==> config.mk <==
export PLATFORM = sky130hd
export DESIGN_NAME = ilace_vtg
export DESIGN_NICKNAME = d
export VERILOG_FILES = /design/src/rtl/ilace_vtg_pkg.sv /design/src/rtl/vtg_param_bank.sv /design/src/rtl/vtg_counters.sv /design/src/rtl/vtg_sync_out.sv /design/src/rtl/ilace_vtg.sv
export SDC_FILE = /design/constraint.sdc
export NUM_CORES = 1
export LEC_CHECK = 0
export BUFFER_PORTS_ARGS = -buffer_cell sky130_fd_sc_hd__buf_2
export CAP_MARGIN = 5
export CORE_UTILIZATION = 35
export CTS_BUF_LIST = sky130_fd_sc_hd__clkbuf_4 sky130_fd_sc_hd__clkbuf_8
export CTS_CLUSTER_DIAMETER = 200
export DETAILED_ROUTE_END_ITERATION = 8
export PLACE_DENSITY_LB_ADDON = 0.12
export SKIP_LAST_GASP = 1
export SLEW_MARGIN = 20
export SYNTH_ARGS = -nofsm -noshare
export SYNTH_HDL_FRONTEND = slang
export SYNTH_SLANG_ARGS = --single-unit
==> constraint.sdc <==
create_clock -name clk -period 4.6 [get_ports clk]
set_input_delay 0.92 -clock clk [delete_from_list [all_inputs] [get_ports clk]]
set_output_delay 0.92 -clock clk [all_outputs]
set_load 0.005 [all_outputs]
==> src/rtl/ilace_vtg_pkg.sv <==
package ilace_vtg_pkg;

  typedef struct packed {
    logic [15:0] vtot;
    logic [15:0] htot;
    logic [15:0] vtop;
    logic [15:0] vlow;
    logic [15:0] vs_hpos;
  } fset_t;

  typedef struct packed {
    logic [15:0] vact;
    logic [15:0] hact;
    logic [15:0] hleft;
    logic [15:0] hright;
  } hgeo_t;

  function automatic fset_t mk_fset(input logic [31:0] tot, input logic [31:0] porch,
                                    input logic [15:0] hpos);
    fset_t s;
    s.vtot    = tot[31:16];
    s.htot    = tot[15:0];
    s.vtop    = porch[31:16];
    s.vlow    = porch[15:0];
    s.vs_hpos = hpos;
    return s;
  endfunction

  function automatic hgeo_t mk_hgeo(input logic [31:0] act, input logic [31:0] hm);
    hgeo_t g;
    g.vact   = act[31:16];
    g.hact   = act[15:0];
    g.hleft  = hm[31:16];
    g.hright = hm[15:0];
    return g;
  endfunction

  // c lies in [lo, hi)
  function automatic logic in_span(input logic [15:0] c, input logic [15:0] lo,
                                   input logic [15:0] hi);
    return (c >= lo) && (c < hi);
  endfunction

  // raster point (v,h) is at or past point (lv,lh)
  function automatic logic at_or_past(input logic [15:0] v, input logic [15:0] h,
                                      input logic [15:0] lv, input logic [15:0] lh);
    return (v > lv) || ((v == lv) && (h >= lh));
  endfunction

endpackage

==> src/rtl/vtg_param_bank.sv <==
module vtg_param_bank
  import ilace_vtg_pkg::*;
(
  input  logic        clk,
  input  logic        rst_n,
  input  logic        load,
  input  logic        pick_b,
  input  logic [31:0] act_size,
  input  logic [31:0] hmargin,
  input  logic [31:0] tot_a,
  input  logic [31:0] porch_a,
  input  logic [15:0] hpos_a,
  input  logic [31:0] tot_b,
  input  logic [31:0] porch_b,
  input  logic [15:0] hpos_b,
  output fset_t       live_f,
  output hgeo_t       live_h
);
  localparam int NSETS = 2;

  logic [31:0] tot_in   [NSETS];
  logic [31:0] porch_in [NSETS];
  logic [15:0] hpos_in  [NSETS];
  fset_t       cand     [NSETS];

  assign tot_in[0]   = tot_a;
  assign tot_in[1]   = tot_b;
  assign porch_in[0] = porch_a;
  assign porch_in[1] = porch_b;
  assign hpos_in[0]  = hpos_a;
  assign hpos_in[1]  = hpos_b;

  for (genvar k = 0; k < NSETS; k++) begin : g_set
    assign cand[k] = mk_fset(tot_in[k], porch_in[k], hpos_in[k]);
  end

  always_ff @(posedge clk) begin
    if (!rst_n) begin
      live_f <= '0;
      live_h <= '0;
    end else if (load) begin
      live_f <= cand[pick_b];
      live_h <= mk_hgeo(act_size, hmargin);
    end
  end
endmodule

==> src/rtl/vtg_counters.sv <==
module vtg_counters #(
  parameter int CW = 12
) (
  input  logic          clk,
  input  logic          rst_n,
  input  logic          en,
  input  logic [15:0]   htot,
  input  logic [15:0]   vtot,
  output logic [CW-1:0] hcnt,
  output logic [CW-1:0] vcnt,
  output logic          line_end,
  output logic          frame_end
);
  assign line_end  = en && (16'(hcnt) == htot - 16'd1);
  assign frame_end = line_end && (16'(vcnt) == vtot - 16'd1);

  always_ff @(posedge clk) begin
    if (!rst_n || !en) begin
      hcnt <= '0;
      vcnt <= '0;
    end else if (line_end) begin
      hcnt <= '0;
      vcnt <= frame_end ? '0 : vcnt + 1'b1;
    end else begin
      hcnt <= hcnt + 1'b1;
    end
  end

  p_hstep_r2: assert property (@(posedge clk) disable iff (!rst_n)
    (en && !line_end) |=> (hcnt == $past(hcnt) + 1'b1));

  p_off_zero_r10: assert property (@(posedge clk) disable iff (!rst_n)
    !en |=> (hcnt == '0 && vcnt == '0));
endmodule

==> src/rtl/vtg_sync_out.sv <==
module vtg_sync_out
  import ilace_vtg_pkg::*;
#(
  parameter int CW = 12,
  parameter int DW = 24
) (
  input  logic          clk,
  input  logic          rst_n,
  input  logic          en,
  input  logic [CW-1:0] hcnt,
  input  logic [CW-1:0] vcnt,
  input  fset_t         live_f,
  input  hgeo_t         live_h,
  input  logic          inv_hs,
  input  logic          inv_vs,
  input  logic          inv_cs,
  input  logic          rgb24_mode,
  input  logic [DW-1:0] blank_rgb,
  input  logic [DW-1:0] pix_in,
  output logic          de,
  output logic          hsync,
  output logic          vsync,
  output logic          csync,
  output logic [DW-1:0] pix_out
);
  logic [15:0] h16, v16;
  logic [15:0] hs_on, hs_off, vs_on_line, vs_off_line;
  logic        hs_act, vs_act, cs_act, blank_now;

  assign h16 = 16'(hcnt);
  assign v16 = 16'(vcnt);

  assign hs_on       = live_h.hact + live_h.hright;
  assign hs_off      = live_f.htot - live_h.hleft;
  assign vs_on_line  = live_h.vact + live_f.vlow;
  assign vs_off_line = live_f.vtot - live_f.vtop;

  assign hs_act = en && in_span(h16, hs_on, hs_off);
  assign vs_act = en && at_or_past(v16, h16, vs_on_line, live_f.vs_hpos)
                     && !at_or_past(v16, h16, vs_off_line, live_f.vs_hpos);
  assign cs_act = hs_act || vs_act;

  assign de    = en && (h16 < live_h.hact) && (v16 < live_h.vact);
  assign hsync = hs_act ^ inv_hs;
  assign vsync = vs_act ^ inv_vs;
  assign csync = cs_act ^ inv_cs;

  assign blank_now = !en && rgb24_mode;
  assign pix_out   = blank_now ? blank_rgb : pix_in;

  p_vs_rise_r5: assert property (@(posedge clk) disable iff (!rst_n)
    $rose(vs_act) |-> (h16 == live_f.vs_hpos));
endmodule

==> src/rtl/ilace_vtg.sv <==
module ilace_vtg
  import ilace_vtg_pkg::*;
#(
  parameter int CW = 12,
  parameter int DW = 24
) (
  input  logic          clk,
  input  logic          rst_n,
  input  logic          en,
  input  logic          interlace,
  input  logic          rgb24_mode,
  input  logic          inv_hs,
  input  logic          inv_vs,
  input  logic          inv_cs,
  input  logic [31:0]   act_size,
  input  logic [31:0]   hmargin,
  input  logic [31:0]   tot_a,
  input  logic [31:0]   porch_a,
  input  logic [15:0]   hpos_a,
  input  logic [31:0]   tot_b,
  input  logic [31:0]   porch_b,
  input  logic [15:0]   hpos_b,
  input  logic [DW-1:0] blank_rgb,
  input  logic [DW-1:0] pix_in,
  output logic [CW-1:0] hcount,
  output logic [CW-1:0] vcount,
  output logic          field,
  output logic          de,
  output logic          hsync,
  output logic          vsync,
  output logic          csync,
  output logic [DW-1:0] pix_out
);
  fset_t live_f;
  hgeo_t live_h;
  logic  line_end, frame_end;
  logic  next_field, bank_load;

  // field that follows the boundary; A (0) whenever progressive or idle
  assign next_field = en && interlace && !field;
  assign bank_load  = !en || frame_end;

  vtg_param_bank u_bank (
    .clk(clk), .rst_n(rst_n), .load(bank_load), .pick_b(next_field),
    .act_size(act_size), .hmargin(hmargin),
    .tot_a(tot_a), .porch_a(porch_a), .hpos_a(hpos_a),
    .tot_b(tot_b), .porch_b(porch_b), .hpos_b(hpos_b),
    .live_f(live_f), .live_h(live_h)
  );

  vtg_counters #(.CW(CW)) u_cnt (
    .clk(clk), .rst_n(rst_n), .en(en),
    .htot(live_f.htot), .vtot(live_f.vtot),
    .hcnt(hcount), .vcnt(vcount),
    .line_end(line_end), .frame_end(frame_end)
  );

  always_ff @(posedge clk) begin
    if (!rst_n || !en)  field <= 1'b0;
    else if (frame_end) field <= next_field;
  end

  vtg_sync_out #(.CW(CW), .DW(DW)) u_sync (
    .clk(clk), .rst_n(rst_n), .en(en),
    .hcnt(hcount), .vcnt(vcount),
    .live_f(live_f), .live_h(live_h),
    .inv_hs(inv_hs), .inv_vs(inv_vs), .inv_cs(inv_cs),
    .rgb24_mode(rgb24_mode), .blank_rgb(blank_rgb), .pix_in(pix_in),
    .de(de), .hsync(hsync), .vsync(vsync), .csync(csync), .pix_out(pix_out)
  );

  p_prog_field_r6: assert property (@(posedge clk) disable iff (!rst_n)
    (!interlace && frame_end) |=> !field);

  p_field_hold_r6: assert property (@(posedge clk) disable iff (!rst_n)
    (en && !frame_end) |=> $stable(field));

  p_live_hold_r7: assert property (@(posedge clk) disable iff (!rst_n)
    (en && !frame_end) |=> ($stable(live_f) && $stable(live_h)));
endmodule

Word-level counts from Yosys, hierarchy flattened --
Index checks and enable logic that the tools add are counted.
Storage, ports and cells: register bits after elaboration 169, bits of input ports 280, output and inout port bits 53, logic and storage cells 64
Cells by class: add/subtract/negate cells 8, magnitude comparators 8, equality and inequality tests 4, multiplexer cells 5, bitwise operators 4, reduce and logical (&&, ||, !) cells 23
Operators by type and width (number):
- 80-bit 2-to-1 mux | 3
- 12-bit by 16-bit == test with 1-bit output | 4
- 12-bit by 16-bit less-than comparator with 1-bit output | 3
- 16-bit adder | 2
- 12-bit by 16-bit >= comparator with 1-bit output | 2
- 12-bit by 16-bit greater-than comparator with 1-bit output | 2
- 16-bit by 1-bit subtractor with 16-bit output (second input constant) | 2
- 16-bit subtractor | 2
- 12-bit by 1-bit adder with 12-bit output (second input constant) | 2
- 24-bit 2-to-1 mux | 1
- 1-bit logical AND | 13
- 12-bit 2-to-1 mux | 1
- 1-bit logical OR | 5
- 1-bit zero test | 4
- 1-bit bitwise XOR | 3
- 2-bit >= comparator (second input constant) | 1
- 1-bit inverter with 2-bit output | 1
- 2-bit OR reduction | 1

Depth between registers and ports, before layout --
Gate-level depths: netlist of run 1.
word-level depth 8, mapped depth 18, depth with buffers taken out 18

Modules after synthesis --
Synthesis of run 1 repeated with hierarchy kept, for this count alone.
Second synthesis, totals: cell total of the unflattened synthesis 1530, area, all modules 13269.0 µm²
By module, submodules not included:
- vtg_param_bank | times used 1, cells each 562, area each 5811.8 µm²
- vtg_sync_out | times used 1, cells each 682, area each 5215.0 µm²
- vtg_counters | times used 1, cells each 278, area each 2182.1 µm²
- ilace_vtg | times used 1, cells each 8, area each 60.1 µm²

Least setup slack after synthesis of run 1 --
No wires, ideal clock.
kind register to output, start point register, netlist name u_bank.live_f[16], end point output csync, arrival time 3.354 ns, data required time 3.680 ns, path slack 0.326 ns, cell stages (with the launch flop) 18, path buffers 0, cells stage by stage dfxtp_1 ha_1 fa_1 a211o_1 o211ai_1 a21boi_0 nor2_1 o21bai_1 a21oi_1 xor2_1 ha_1 nand4_1 or2_2 a21oi_1 o221ai_1 a311o_1 o22ai_1 xor2_1
On the way: word-level cells in the longest chain between the ends 8
RTL lines:
- 16-bit adder * | line vtg_sync_out.sv:35 | assign vs_on_line = live_h.vact + live_f.vlow;
- branches (longest 2 deep; another with 12-bit by 16-bit greater-than comparator with 1-bit output)
- 1-bit logical OR * | line ilace_vtg_pkg.sv:47 | return (v > lv) || ((v == lv) && (h >= lh));
- 1-bit logical AND * | line vtg_sync_out.sv:39 | assign vs_act = en && at_or_past(v16, h16, vs_on_line, live_f.vs_hpos)
- 1-bit logical AND * | line vtg_sync_out.sv:40 | && !at_or_past(v16, h16, vs_off_line, live_f.vs_hpos);
- 1-bit logical OR * | line vtg_sync_out.sv:41 | assign cs_act = hs_act || vs_act;
- 1-bit bitwise XOR * | line vtg_sync_out.sv:46 | assign csync = cs_act ^ inv_cs;
- end: declaration | line ilace_vtg.sv:31 | output logic csync,
Mark *: on every way between the ends.

Worst setup path after layout of run 1 --
start point register, netlist name u_bank.live_h[0], end point output csync
On the way: word-level cells in the longest chain between the ends 6
RTL lines:
- 16-bit adder | line vtg_sync_out.sv:33 | assign hs_on = live_h.hact + live_h.hright;
- 12-bit by 16-bit >= comparator with 1-bit output | line ilace_vtg_pkg.sv:41 | return (c >= lo) && (c < hi);
- 1-bit logical AND | line ilace_vtg_pkg.sv:41
- 1-bit logical AND | line vtg_sync_out.sv:38 | assign hs_act = en && in_span(h16, hs_on, hs_off);
- 1-bit logical OR | line vtg_sync_out.sv:41
- 1-bit bitwise XOR | line vtg_sync_out.sv:46
Every way passes these cells.

==> results of run 1 <==
-- registers in the layout, summed over array words and instances, names as in the netlist --
name / count
u_cnt.vcnt: 12
u_bank.live_h: 64
u_bank.live_f: 80
field: 1
u_cnt.hcnt: 12
-- how the worst max path moves through the flow --
| stage | from | to | slack (ns) | cells past startpoint |
|---|---|---|---|---|
| global placement | u_bank.live_f[16]$_SDFFE_PN0P_ | csync | -0.20 | 18 |
| global route | u_bank.live_h[0]$_SDFFE_PN0P_ | csync | -0.71 | 18 |
| detailed placement | u_bank.live_f[16]$_SDFFE_PN0P_ | csync | -0.17 | 18 |
| floorplan | u_bank.live_f[16]$_SDFFE_PN0P_ | csync | 0.33 | 17 |
| finish | u_bank.live_h[0]$_SDFFE_PN0P_ | csync | -0.45 | 18 |
| CTS | u_bank.live_h[0]$_SDFFE_PN0P_ | hsync | -0.63 | 17 |
-- report_power, final --
group | switching (mW) | leakage [nW] | internal, mW
Sequential | 0.0744 | 1.40 | 1.55
Combinational | 0.678 | 6.40 | 0.638
Clock | 0.602 | 0.226 | 0.665
-- kinds of logic after synthesis --
group / Yosys count / share of synthesized area
AND/OR/NAND/NOR: 455 / 0.170
flip-flops: 169 / 0.257
XOR/XNOR: 96 / 0.0639
multiplexers: 178 / 0.138
AO/OA/AOI/OAI: 309 / 0.169
buffers and inverters: 166 / 0.0582
adder cells (fa/ha/maj): 149 / 0.144
-- repair_timing --
| item | CTS | global route |
|---|---|---|
| buffers inserted | 10 | 4 |
| hold buffers | 0 | 0 |
| gates resized for setup | 34 | 17 |
| pin swaps | 27 | 25 |
| endpoints found under the setup margin | 3 | 4 |
| endpoints found under the hold margin | 0 | 0 |
-- cells in the final DEF, fill, tap and decap left out, types with 7 or more instances in the layout --
cell type,netlist,layout
a211oi_2,15,20
a211oi_1,80,75
nand3_1,26,26
nor2b_1,13,13
nor4_1,9,9
dfxtp_1,169,163
o211ai_1,10,10
clkbuf_8,0,18
a21o_1,35,35
buf_2,12,332
nor3_1,31,30
mux2i_1,151,151
buf_4,2,98
mux2_2,27,27
o21ai_0,34,33
xor2_1,48,46
and2_1,7,7
nand2b_1,17,17
ha_1,145,141
o21a_1,13,13
a31oi_1,11,10
nand4_1,20,20
nor2_1,232,229
inv_1,95,94
a21oi_1,52,45
nand2_1,47,47
xnor2_1,48,48
-- area by class of cell --
| cell class | count | area share |
|---|---|---|
| Inverter | 95 | 0.0217 |
| Clock buffer | 19 | 0.0154 |
| Multi-Input combinational cell | 1187 | 0.558 |
| Tap cell | 468 | 0.0354 |
| Timing Repair Buffer | 436 | 0.152 |
| Clock inverter | 11 | 0.0117 |
| Sequential cell | 169 | 0.205 |
-- through the flow --
step | setup slack, ns | TNS [ns]
6_report | -0.447 | -1.22
5_1_grt | -0.710 | -2.08
2_1_floorplan | 0.326 | 0
3_3_place_gp | -0.196 | -0.467
3_5_place_dp | -0.170 | -0.429
4_1_cts | -0.631 | -1.71
-- metal layers --
layer,share of wire,routed length [um],vias to the layer above,global-route usage
li1,-,-,6264,-
met3,0.033,1340,28,0.0334
met2,0.49,19800,217,0.359
met1,0.47,18900,5618,0.272
met5,0,0,-,0
met4,0.015,597,0,0.0492
-- worst max-delay path, cell delays in order (launching register included) --
cell,delay [ns]
dfxtp_2,0.35
ha_4,0.17
fa_2,0.39
a21oi_4,0.16
o2111ai_2,0.14
a31oi_2,0.24
o31ai_2,0.12
nand2b_1,0.15
ha_1,0.29
a21o_1,0.13
a21oi_2,0.07
a22o_1,0.23
a211oi_2,0.14
nand4b_1,0.12
a2111o_1,0.37
buf_6,0.15
o22ai_4,0.15
xor2_1,0.15
buf_2,0.13
==> results.sh, run 1 <==
export IMPL_min_path_type="flop to flop"
export IMPL_fin_crit_sh=1.10
export IMPL_critPathRequiredTime_ns=3.68
export IMPL_port_buffers=332
export IMPL_rr_endpoint="u_bank.live_f[71]$_SDFFE_PN0P_"
export IMPL_synth_commonest_cells="nor2_1, dfxtp_1, mux2i_1, ha_1, inv_1"
export IMPL_power_density_nw_per_um2=255
export IMPL_dp_cells=2341
export IMPL_synth_top_area_share=0.257
export IMPL_cts_sinks=169
export IMPL_ant_nets=0
export IMPL_power_mw=4.21
export IMPL_finClkSkew_ns=0.0117
export IMPL_die_x_um=196
export IMPL_final_util=0.449
export IMPL_syn_area_um2=13200
export IMPL_grt_max_degree=75
export IMPL_drc=0
export IMPL_syn_to_final_growth_pct=25.6
export IMPL_critPathLaunchType="flop"
export IMPL_grt_usage=0.209
export IMPL_io_pins=333
export IMPL_cts_made_buffers=17
export IMPL_cts_tree="done"
export IMPL_final_nets=2335
export IMPL_vias=12100
export IMPL_wl_per_cell_um=17.0
export IMPL_yosysMostFrequentCell="nor2_1"
export IMPL_rrSetupSlack_ns=0.92
export IMPL_die_area_um2=38400
export IMPL_peakVddDrop_mv=0.188
export IMPL_holdWs_ns=0.495
export IMPL_leakagePower_nw=8.03
export IMPL_ys_top_cells_by_area="dfxtp_1, ha_1, mux2i_1"
export IMPL_hold_violations=0
export IMPL_regToRegStartpoint="u_bank.live_f[50]$_SDFFE_PN0P_"
export IMPL_place_gp_congestion=0.859
export IMPL_critPathCaptureType="primary output"
export IMPL_core_um2=36800
export IMPL_synth_cell_types=76
export IMPL_cts_root_buffer="clkbuf_8"
export IMPL_synth_nets=1951
export IMPL_drv_slew=0
export IMPL_cts_buffer_depth=2
export IMPL_dr_pass1_iters=5
export IMPL_dieHeight_um=196
export IMPL_max_freq_ghz=0.198
export IMPL_synthCells=1522
export IMPL_ys_ff_latch=169
export IMPL_min_from="field$_SDFFE_PP0P_"
export IMPL_synthFlopType="dfxtp_1"
export IMPL_status="finished, violations left"
export IMPL_final_min_clock_period_ns=5.05
export IMPL_placed_cell_area_um2=15800
export IMPL_hold_depth=2
export IMPL_drive_above_1_share=0.297
export IMPL_num_rows=70
export IMPL_vias_per_cell=5.08
export IMPL_crit_type="flop to primary output"
export IMPL_hpwlAfterDp_um=31400
export IMPL_violations="setup timing"
export IMPL_htreeDepth=4
export IMPL_grt_first_pass_wirelength_um=62900
export IMPL_layout_area_seq_um2=3390
export IMPL_fillers=3736
export IMPL_max_slew_margin=0.425
export IMPL_cap_violations=0
export IMPL_finish_instance_area_um2=16500
export IMPL_synth_edf_count=0
export IMPL_tightest_slew_ns=0.862
export IMPL_antenna_found_initial=0
export IMPL_ys_async_sr_fraction=0
export IMPL_routed_wirelength_um=40600
export IMPL_yosysSeqAreaShare=0.257
export IMPL_setup_slack_ns=-0.447
export IMPL_ys_warn_count=0
export IMPL_antennaDiodeCount=0
export IMPL_grt_pass1_vias=11800
export IMPL_clk_latency_ns=0.48
export IMPL_min_to="field$_SDFFE_PP0P_"
export IMPL_cp_max_fo=2
export IMPL_grt_ovfl_total=0
export IMPL_drt_iter0_drc=525
export IMPL_multi_input_comb_area_um2=9230
export IMPL_cp_arrival_ns=4.13
export IMPL_rr_worst_depth=11
export IMPL_setup_violations=3
export IMPL_path_clk_slew_ns=0.09
export IMPL_initial_utilization=0.358
export IMPL_syn_avg_cell_area_um2=8.65
export IMPL_instances_no_fill=2385
export IMPL_synth_top_area_cell="dfxtp_1"
export IMPL_rsz0062_at_grt="true"
Power figures use the tool's default switching activity.
==> inputs of run 2 (changes only) <==
--- a/config.mk
+++ b/config.mk
@@ -7,6 +7,7 @@
 export LEC_CHECK = 0
 export BUFFER_PORTS_ARGS = -buffer_cell sky130_fd_sc_hd__buf_2
 export CAP_MARGIN = 5
+export CORE_MARGIN = 4
 export CORE_UTILIZATION = 35
 export CTS_BUF_LIST = sky130_fd_sc_hd__clkbuf_4 sky130_fd_sc_hd__clkbuf_8
 export CTS_CLUSTER_DIAMETER = 200
==> constraint.sdc (replaced) <==
create_clock -name clk -period 4.6 [get_ports clk]
set_input_delay 1.38 -clock clk [delete_from_list [all_inputs] [get_ports clk]]
set_output_delay 1.38 -clock clk [all_outputs]
set_load 0.005 [all_outputs]
==> run 2 against run 1 <==
The run still ends with setup timing left; combinational power grew 6%; worst setup slack lost 0.48 ns; largest cell class unchanged; critical path depth increased by 1; hold slack better by 0.0059 ns; cell count grew 4.9%; via count grew 2.9%; sequential share of layout area is 0.68 points lower; largest power group unchanged; clock skew up 0.016 ns.
==> results.sh, run 2 (synthesis results as in run 1) <==
export IMPL_cts_sinks=169
export IMPL_path_clk_slew_ns=0.10
export IMPL_grt_pass1_vias=12400
export IMPL_peakVddDrop_mv=0.173
export IMPL_crit_path_top_delay_cell="a311o_1"
export IMPL_routed_wirelength_um=42400
export IMPL_largest_reg_flops=80
export IMPL_setup_slack_ns=-0.929
export IMPL_antenna_found_initial=2
export IMPL_finClkSkew_ns=0.0275
export IMPL_cp_slowest_stage_delay_ns=0.36
export IMPL_layout_commonest_cell="buf_2"
export IMPL_io_pins=333
export IMPL_post_place_ws_ns=-0.572
export IMPL_port_buffers=332
export IMPL_grt_first_pass_wirelength_um=66100
export IMPL_crit_type="flop to primary output"
export IMPL_cts_made_buffers=17
export IMPL_status="finished, violations left"
export IMPL_power_mw=4.08
export IMPL_drv_slew=0
export IMPL_cp_max_fo=3
export IMPL_rsz0062_at_grt="true"
export IMPL_min_path_type="flop to flop"
export IMPL_critPathCaptureType="primary output"
export IMPL_cts_tree="done"
export IMPL_final_cell_mix="buf_2, nor2_1, buf_4, dfxtp_1, mux2i_1"
export IMPL_vias_per_cell=4.99
export IMPL_grt_usage=0.201
export IMPL_hpwlAfterDp_um=33600
export IMPL_regMostFlops="u_bank.live_f"
export IMPL_ant_nets=0
export IMPL_syn_to_final_growth_pct=30.1
export IMPL_vias=12500
export IMPL_place_gp_congestion=0.845
export IMPL_grt_max_degree=74
export IMPL_clk_latency_ns=0.50
export IMPL_power_density_nw_per_um2=238
export IMPL_instances_no_fill=2502
export IMPL_htreeDepth=4
export IMPL_tightest_slew_ns=0.775
export IMPL_final_min_clock_period_ns=5.53
export IMPL_violations="setup timing"
export IMPL_fillers=3721
export IMPL_dr_pass1_iters=8
export IMPL_dieHeight_um=202
export IMPL_hold_violations=0
export IMPL_hold_buffers=0
export IMPL_final_util=0.464
export IMPL_critPathRequiredTime_ns=3.22
export IMPL_top_regs="u_bank.live_f: 80 flops, u_bank.live_h: 64 flops"
export IMPL_cap_violations=0
export IMPL_cts_buffer_depth=2
export IMPL_core_um2=36900
export IMPL_critPathLaunchType="flop"
export IMPL_leakagePower_nw=8.37
export IMPL_initial_utilization=0.357
export IMPL_crit_top_cell="a21oi_2"
export IMPL_setup_violations=3
export IMPL_num_rows=70
export IMPL_cp_arrival_ns=4.15
export IMPL_die_x_um=202
export IMPL_drt_iter0_drc=628
export IMPL_holdWs_ns=0.501
export IMPL_max_freq_ghz=0.181
export IMPL_max_slew_margin=0.483
export IMPL_fin_crit_sh=1.20
export IMPL_final_nets=2413
export IMPL_cp_buffers_inverters=1
export IMPL_path_delay_family="compound AO/OA/AOI/OAI gates"
export IMPL_cts_root_buffer="clkbuf_8"
export IMPL_dp_cells=2455
export IMPL_drive_above_1_share=0.325
export IMPL_path_cells="ha_4, fa_2, a211o_1, o211ai_1, a21boi_1, nor2_1, o21bai_1, a21oi_2, xor2_1, ha_1, nand4_1, nor2_2, a221oi_2, a21oi_2, o221ai_2, a311o_1, o22ai_2, xor2_2, buf_2"
export IMPL_die_area_um2=40800
export IMPL_drc=0
export IMPL_grt_ovfl_total=0
export IMPL_wl_per_cell_um=16.9
-- run 2: worst paths after layout --
path	to	start	slack, ns	depth (start not counted)
hold reg to reg	u_bank.live_f[40]$_SDFFE_PN0P_	u_bank.live_f[40]$_SDFFE_PN0P_	0.50	2
hold / removal	u_bank.live_f[40]$_SDFFE_PN0P_	u_bank.live_f[40]$_SDFFE_PN0P_	0.50	2
setup / recovery	csync	u_bank.live_f[16]$_SDFFE_PN0P_	-0.93	19
setup reg to reg	u_bank.live_h[36]$_SDFFE_PN0P_	u_bank.live_f[65]$_SDFFE_PN0P_	1.20	13
-- run 2: metrics by stage --
stage                     cell area (um2)  TNS [ns]
final                               17100     -2.62
after global routing                17100     -3.39
after CTS                           17000     -3.14
after detailed placement            16400     -1.58
after global placement              16400     -1.46
after floorplan                     13200   -0.0261
-- run 2: repair_timing --
item                                    CTS  global route
pin swaps                                31            19
endpoints found under the setup margin    3             4
buffers inserted                         10             4
gates resized for setup                  25            21
endpoints found under the hold margin     0             0
-- run 2: tightest hold or removal path, cell delays in order (launching register included) --
cell and delay, ns:
dfxtp_1 0.32, nor2_1 0.09, a211oi_1 0.05
-- run 2: cell type report --
class,instances,area [um2],share of cell area
Multi-Input combinational cell,1187,9250,0.540
Sequential cell,169,3400,0.199
Timing Repair Buffer,514,3110,0.182
Tap cell,504,631,0.0368
Inverter,95,359,0.0210
Clock buffer,21,277,0.0162
Clock inverter,10,95.1,0.00556
Antenna cell,2,5.00,0.000292
-- run 2: layer usage --
layer / wire length [um] / track usage
met1: 19300 / 0.261
met2: 21200 / 0.355
met3: 1420 / 0.0316
met4: 450 / 0.0369
met5: 0 / 0
-- run 2: where the power goes --
group          internal, mW  switching [mW]  total, mW
clock network         0.465           0.596       1.06
registers              1.55          0.0729       1.62
logic                 0.698           0.698       1.40
total                  2.71            1.37       4.08
==> inputs of run 3 (changes only) <==
--- a/config.mk
+++ b/config.mk
@@ -5,7 +5,7 @@
 export SDC_FILE = /design/constraint.sdc
 export NUM_CORES = 1
 export LEC_CHECK = 0
-export BUFFER_PORTS_ARGS = -buffer_cell sky130_fd_sc_hd__buf_2
+export BUFFER_PORTS_ARGS = -buffer_cell sky130_fd_sc_hd__buf_4
 export CAP_MARGIN = 5
 export CORE_MARGIN = 4
 export CORE_UTILIZATION = 35
==> run 3 against run 2 <==
The flow still finishes with violations (setup timing); flip-flop and latch count did not move; worst setup slack got worse by 0.054 ns; maximum frequency decreased by 0.96%; non-clock buffer count is 1 lower; first-iteration DRC count is 4.9% lower; sequential share of layout area down 0.99 points; combinational power rose by 6%; routed wire length rose by 1.6%; highest routed layer unchanged.
==> results.sh, run 3 (synthesis results as in run 1) <==
export IMPL_max_freq_ghz=0.179
export IMPL_top_regs="u_bank.live_f: 80 flops, u_bank.live_h: 64 flops"
export IMPL_leakagePower_nw=8.67
export IMPL_vias=12600
export IMPL_min_path_type="flop to flop"
export IMPL_final_cell_mix="buf_4, nor2_1, dfxtp_1, mux2i_1, ha_1"
export IMPL_finClkSkew_ns=0.0137
export IMPL_cap_violations=0
export IMPL_grt_ovfl_total=0
export IMPL_grt_first_pass_wirelength_um=67100
export IMPL_drv_slew=0
export IMPL_violations="setup timing"
export IMPL_setup_slack_ns=-0.983
export IMPL_syn_to_final_growth_pct=36.7
export IMPL_cts_sinks=169
export IMPL_grt_max_degree=92
export IMPL_peakVddDrop_mv=0.168
export IMPL_status="finished, violations left"
export IMPL_critPathLaunchType="flop"
export IMPL_grt_usage=0.204
export IMPL_fin_crit_sh=1.21
export IMPL_rsz0062_at_grt="true"
export IMPL_cts_root_buffer="clkbuf_8"
export IMPL_drive_above_1_share=0.326
export IMPL_power_mw=4.30
export IMPL_antenna_found_initial=0
export IMPL_fin_tns_setup_ns=-2.76
export IMPL_power_density_nw_per_um2=239
export IMPL_dr_pass1_iters=5
export IMPL_initial_utilization=0.357
export IMPL_core_um2=36900
export IMPL_vias_per_cell=5.03
export IMPL_drc=0
export IMPL_die_area_um2=40800
export IMPL_htreeDepth=4
export IMPL_regMostFlops="u_bank.live_f"
export IMPL_tightest_slew_ns=0.709
export IMPL_layout_commonest_cell="buf_4"
export IMPL_die_x_um=202
export IMPL_critPathCaptureType="primary output"
export IMPL_cts_made_buffers=17
export IMPL_cp_max_fo=3
export IMPL_final_min_clock_period_ns=5.58
export IMPL_largest_reg_flops=80
export IMPL_path_clk_slew_ns=0.09
export IMPL_cts_buffer_depth=2
export IMPL_port_buffers=332
export IMPL_hold_violations=0
export IMPL_setup_violations=3
export IMPL_io_pins=333
export IMPL_clk_latency_ns=0.49
export IMPL_hpwlAfterDp_um=34100
export IMPL_crit_type="flop to primary output"
export IMPL_grt_pass1_vias=12500
export IMPL_cp_arrival_ns=4.20
export IMPL_place_gp_congestion=0.863
export IMPL_max_slew_margin=0.527
export IMPL_drt_iter0_drc=597
export IMPL_dieHeight_um=202
export IMPL_final_nets=2412
export IMPL_ant_nets=0
export IMPL_critPathRequiredTime_ns=3.22
export IMPL_wl_per_cell_um=17.2
export IMPL_final_util=0.488
export IMPL_cts_tree="done"
export IMPL_routed_wirelength_um=43000
export IMPL_num_rows=70
-- run 3: cell count changes in the layout (fill, tap and decap cells not counted), sizes merged --
cell / change
inv: +1
bufinv: +2
buf: -1
clkbuf: +1
diode: -1
clkinvlp: -4
-- run 3: worst max-delay path: stages, from the launching register on --
cell	delay, ns
dfxtp_2	0.35
ha_4	0.16
fa_2	0.36
a211o_1	0.27
o211ai_1	0.16
a21boi_1	0.11
nor2_1	0.16
o21bai_1	0.09
a21oi_1	0.18
xor2_1	0.09
ha_1	0.28
nand4_1	0.11
or2_4	0.25
a21oi_2	0.12
o221ai_2	0.10
a311o_1	0.35
o22ai_2	0.18
xor2_2	0.22
buf_4	0.15
-- run 3: report_power, final --
part | total, mW | switching, mW | internal, mW
registers | 1.61 | 0.0648 | 1.55
logic | 1.49 | 0.713 | 0.781
clock network | 1.19 | 0.596 | 0.594
-- run 3: layout make-up --
| type | instances | area (um2) |
|---|---|---|
| repair buffers | 513 | 3930 |
| diodes | 1 | 2.50 |
| fillers | 3530 | 18900 |
| flip-flops and latches | 169 | 3390 |
| clock buffers | 22 | 290 |
| well taps | 504 | 631 |
| multi-input cells | 1187 | 9250 |
| clock inverters | 9 | 138 |
| inverters | 95 | 359 |
-- run 3: through the flow --
stage          hold WS (ns)  setup slack, ns  cell area, um2  std cells
3_3_place_gp          0.479           -0.562           17300       2458
2_1_floorplan         0.460          -0.0261           13200       1522
5_1_grt               0.526            -1.26           18000       2499
3_5_place_dp          0.485           -0.592           17300       2458
6_report              0.502           -0.983           18000       2500
4_1_cts               0.500            -1.07           17900       2497
-- run 3: timing repair --
item	in CTS	in global routing
hold buffers	0	0
buffers inserted	8	3
resized for setup	25	18
pin swaps	24	25
endpoints found under the setup margin	3	4
-- run 3: layer usage --
| metal | GRT usage | part of all wire | up-vias |
|---|---|---|---|
| met5 | 0 | 0 | - |
| met4 | 0.0505 | 0.020 | 0 |
| met3 | 0.0339 | 0.037 | 42 |
| met2 | 0.358 | 0.50 | 230 |
| met1 | 0.262 | 0.44 | 5896 |
| li1 | - | - | 6415 |
-- run 3: worst paths after layout --
kind / from / to / slack (ns) / depth (start not counted)
max: u_bank.live_f[16]$_SDFFE_PN0P_ / csync / -0.98 / 18
min: u_bank.live_f[46]$_SDFFE_PN0P_ / u_bank.live_f[46]$_SDFFE_PN0P_ / 0.50 / 2
max reg2reg: u_bank.live_f[65]$_SDFFE_PN0P_ / u_bank.live_h[57]$_SDFFE_PN0P_ / 1.03 / 13
min reg2reg: u_bank.live_f[46]$_SDFFE_PN0P_ / u_bank.live_f[46]$_SDFFE_PN0P_ / 0.50 / 2
